## src/rtl/irq_vec_responder.sv

```systemverilog
`timescale 1ns/1ps
module irq_vec_responder #(
  parameter int VEC_W = 8
) (
  input  logic             clk,
  input  logic             rst_n,
  input  logic [7:1]       irq_req,
  input  logic             vec_we,
  input  logic [2:0]       vec_sel,
  input  logic [VEC_W-1:0] vec_wdata,
  input  logic             bus_valid,
  input  logic [31:0]      bus_addr,
  input  logic [1:0]       bus_tt,
  input  logic [2:0]       bus_tm,
  output logic [2:0]       ipl,
  output logic [VEC_W-1:0] d_hi,
  output logic             d_oe,
  output logic             ta
);
  logic [7:1]       act;
  logic             req7_q;
  logic             ack_q;
  logic [2:0]       ack_lvl;
  logic [VEC_W-1:0] vec [0:7];

  wire [7:0] act_full = {act, 1'b0};
  wire match = bus_valid & ~ack_q & (bus_tt == 2'b11) & (&bus_addr[31:5])
             & (bus_addr[1:0] == 2'b00) & (bus_addr[4:2] == bus_tm) & act_full[bus_tm];
  wire set7 = irq_req[7] & ~req7_q;
  wire clr7 = ack_q & (ack_lvl == 3'd7);

  always_ff @(posedge clk) begin
    if (!rst_n) begin
      act     <= '0;
      req7_q  <= 1'b0;
      ack_q   <= 1'b0;
      ack_lvl <= '0;
      for (int i = 0; i < 8; i++) vec[i] <= '0;
    end else begin
      act[6:1] <= irq_req[6:1];
      act[7]   <= set7 | (act[7] & ~clr7);
      req7_q   <= irq_req[7];
      ack_q    <= match;
      if (match) ack_lvl <= bus_tm;
      if (vec_we && vec_sel != 3'd0) vec[vec_sel] <= vec_wdata;
    end
  end

  always_comb begin
    ipl = '0;
    for (int i = 1; i < 8; i++)
      if (act[i]) ipl = 3'(i);
  end

  assign ta   = ack_q;
  assign d_oe = ack_q;
  assign d_hi = ack_q ? vec[ack_lvl] : '0;
endmodule


```

## config.mk

```make
export PLATFORM = sky130hd
export DESIGN_NAME = irq_vec_responder
export DESIGN_NICKNAME = d
export VERILOG_FILES = /design/src/rtl/irq_vec_responder.sv
export SDC_FILE = /design/constraint.sdc
export NUM_CORES = 1
export LEC_CHECK = 0
export BUFFER_PORTS_ARGS = -buffer_cell sky130_fd_sc_hd__buf_2
export CORE_MARGIN = 5
export CORE_UTILIZATION = 39
export CTS_CLUSTER_DIAMETER = 50
export CTS_CLUSTER_SIZE = 30
export DETAILED_ROUTE_END_ITERATION = 10
export GPL_TIMING_DRIVEN = 0
export SYNTH_ARGS = -nofsm -noshare
export SYNTH_HDL_FRONTEND = slang
export SYNTH_SLANG_ARGS = --single-unit
```

## constraint.sdc

```tcl
create_clock -name clk -period 1.75 [get_ports clk]
set_clock_uncertainty 0.15 [all_clocks]
set_input_delay 0.2625 -clock clk [delete_from_list [all_inputs] [get_ports clk]]
set_output_delay 0.2625 -clock clk [all_outputs]
set_load 0.01 [all_outputs]
```

==> results.ini <==
[status]
status = complete, but fails checks
violations = negative setup slack

[sta]
whs_ns = 0.0461
finalCritPeriodShare_pct = 129
tightest_slew_ns = 0.943
clock.fmax_mhz = 444
timing.final.setup_violations = 8
slew_headroom_pct = 36.7
drv_slew = 0
period_minus_slack_ns = 2.25
finalHoldViolCount = 0
fin_ws_ns = -0.500
rsz0062_at_grt = true

[cts]
cts.reportedPaths.clkPinSlew_ns = 0.08
clk_latency_ns = 0.35
clockBufferDepth = 2
cts_max_level = 3
cts_root_buf = clkbuf_8
clock-sinks = 79
tritoncts = built
numCtsBuffers = 9

[final_layout]
drive_gt1_share_pct = 36.7
layout_commonest_cell = buf_2
instances_no_fill = 491
nNetsFinal = 416
synthToLayoutAreaGrowth_pct = 25.6
final_cell_mix = 69 x buf_2, 64 x edfxtp_1, 63 x and2_1
fin_area_um2 = 4660
antenna_cells = 0

[route]
via_count = 2322
antenna_left = 0
drt_iter0_markers = 109
wirelength_mm = 8.17
dr.pass1.iters = 4
post_drt_wl_per_cell_um = 16.6
drc = 0
viasPerCell = 4.73

[die]
initial_core_util_pct = 40.1
dieArea_um2 = 11600
core_area_um2 = 9240
die_height_um = 108
die_x_um = 108
rows = 35
pin_count = 72

[worst_setup_path]
setup.worst_path.end_class = primary output
critical_path.max_fanout = 5
crit_type = reg2out
cp.required_ns = 1.34
arrival_ns = 1.84
start_kind = flip-flop
rrSetupSlack_ns = 0.02

[global_routing]
grt_pass1_vias = 2472
gr-usage-met3_pct = 3.60
globalRouteMet2Util_pct = 26.2
grtUsageMet1_pct = 18.4
grt_busiest_layer = met2
grt_antenna_before_repair = 0
grt_max_degree = 16
grt_usage_pct = 15.1
grt_pass1_wl_mm = 13.0
gr-total-overflow = 0

[power_and_ir_drop]
peakVddDrop_uv = 501
combPwrFrac_pct = 7.6
p_switching_w = 0.000907
power.internal_w = 0.00311
switching_share_pct = 22.6
power.share.clock_pct = 38.3
p_leak_nw = 1.76
seqPwrFrac_pct = 54.1
p_per_area_nw_per_um2 = 862

[placement]
numPortBuffers = 69
placed_cells = 464
detailed_place_hpwl_mm = 5.83
place_area_um2 = 4250
post-place-ws_ns = -0.790
place_congestion = 0.717

[logic_synthesis]
ys_seq_area_share_pct = 59.9
synth_top_family_by_area = simple AND/OR/NAND/NOR gates
synthSimpleGateAreaFrac_pct = 19.7
synth_area_per_cell_um2 = 14.3
synthArstFlopShare_pct = 0
synth-adder-area-share_pct = 0
synth.distinct_cells = 34
synthCells = 259
synth_compound_area_share_pct = 2.19
synthFlopType = edfxtp_1
ys_seq_elements = 79
synthMuxAreaShare_pct = 14.9
syn_area_um2 = 3710
synth_edf_count = 64
synth_warnings = 0
synth_xor_area_share_pct = 0.911

[min_path]
hold_path_class = in2reg

[flow_run]
cap_violations = 0

final timing paths:
| path | to | cells past startpoint | start |
|---|---|---|---|
| max | d_hi[7] | 6 | flip-flop |
| min | flip-flop | 3 | bus_tm[0] |
| max reg2reg | ack_lvl[2] | 5 | act[7] |
| min reg2reg | flip-flop | 2 | ack_lvl[0] |
state kept, by name, indices dropped and copies added (netlist names), named ones only:
signal	flops
ack_lvl	3
act	7
d_oe	1
req7_q	1
vec	64
stage by stage:
| stage | util, % | TNS (ns) | power [W] |
|---|---|---|---|
| finish | 50.4 | -3.91 | 0.00401 |
| global route | 50.4 | -4.79 | 0.00415 |
| CTS | 50.1 | -4.14 | 0.00403 |
| detailed placement | 46.0 | -36.88 | 0.00250 |
| global placement | 46.0 | -35.04 | 0.00249 |
| floorplan | - | 0 | 0.00236 |
what timing repair did:
item,4_1_cts,5_1_grt
cloned,1,0
setup buffers,2,2
endpoints found under the hold margin,7,0
setup endpoints to repair,69,20
gates resized for setup,19,4
pin swaps,1,0
hold buffers,7,0
cell families after synthesis:
family | after synthesis
AO/OA/AOI/OAI | 14
XOR/XNOR | 3
buffers and inverters | 13
flip-flops | 79
multiplexers | 34
other | 1
AND/OR/NAND/NOR | 115
layer usage:
metal | wire [um] | up-vias
li1 | - | 1143
met1 | 3390 | 1123
met2 | 4300 | 47
met3 | 361 | 9
met4 | 111 | 0
met5 | 0 | -
worst max-delay path: stages, from the launching register on:
cell	delay, ns
dfxtp_2	0.34
buf_8	0.14
buf_12	0.12
mux4_2	0.53
mux2i_1	0.15
nor2b_1	0.06
buf_2	0.14
cell usage after synthesis (2+ instances only):
cell | count | area, um^2
a211oi_1 | 2 | 15.0
a21oi_1 | 2 | 10.0
and2_1 | 63 | 394
buf_1 | 2 | 7.51
buf_2 | 2 | 10.0
buf_4 | 3 | 22.5
buf_6 | 2 | 22.5
dfxtp_1 | 15 | 300
edfxtp_1 | 64 | 1920
inv_1 | 2 | 7.51
mux2i_1 | 16 | 160
mux4_2 | 17 | 383
nand2_1 | 9 | 33.8
nand2b_1 | 4 | 25.0
nand3_1 | 3 | 15.0
nand4_1 | 6 | 37.5
nor2_1 | 11 | 41.3
nor2b_1 | 9 | 56.3
nor3_1 | 2 | 10.0
nor4_4 | 3 | 63.8
o21ai_0 | 8 | 40.0
xor2_1 | 2 | 17.5
cell type report:
type | instances | area, um^2
well taps | 129 | 161
plain buffers | 10 | 95.1
inverters | 2 | 7.51
clock inverters | 7 | 103
flip-flops and latches | 79 | 2230
multi-input cells | 174 | 1450
repair buffers | 81 | 485
clock buffers | 9 | 124
fillers | 801 | 4580
power groups by stage:
| stage | Sequential (W) | Clock [W] | Combinational (W) |
|---|---|---|---|
| final | 0.00217 | 0.00154 | 0.000306 |
| after global placement | 0.00221 | 0 | 0.000283 |
| after CTS | 0.00217 | 0.00155 | 0.000306 |
| after global routing | 0.00218 | 0.00163 | 0.000340 |
| after floorplan | 0.00220 | 0 | 0.000159 |
| after detailed placement | 0.00222 | 0 | 0.000290 |
Power figures use the tool's default switching activity.
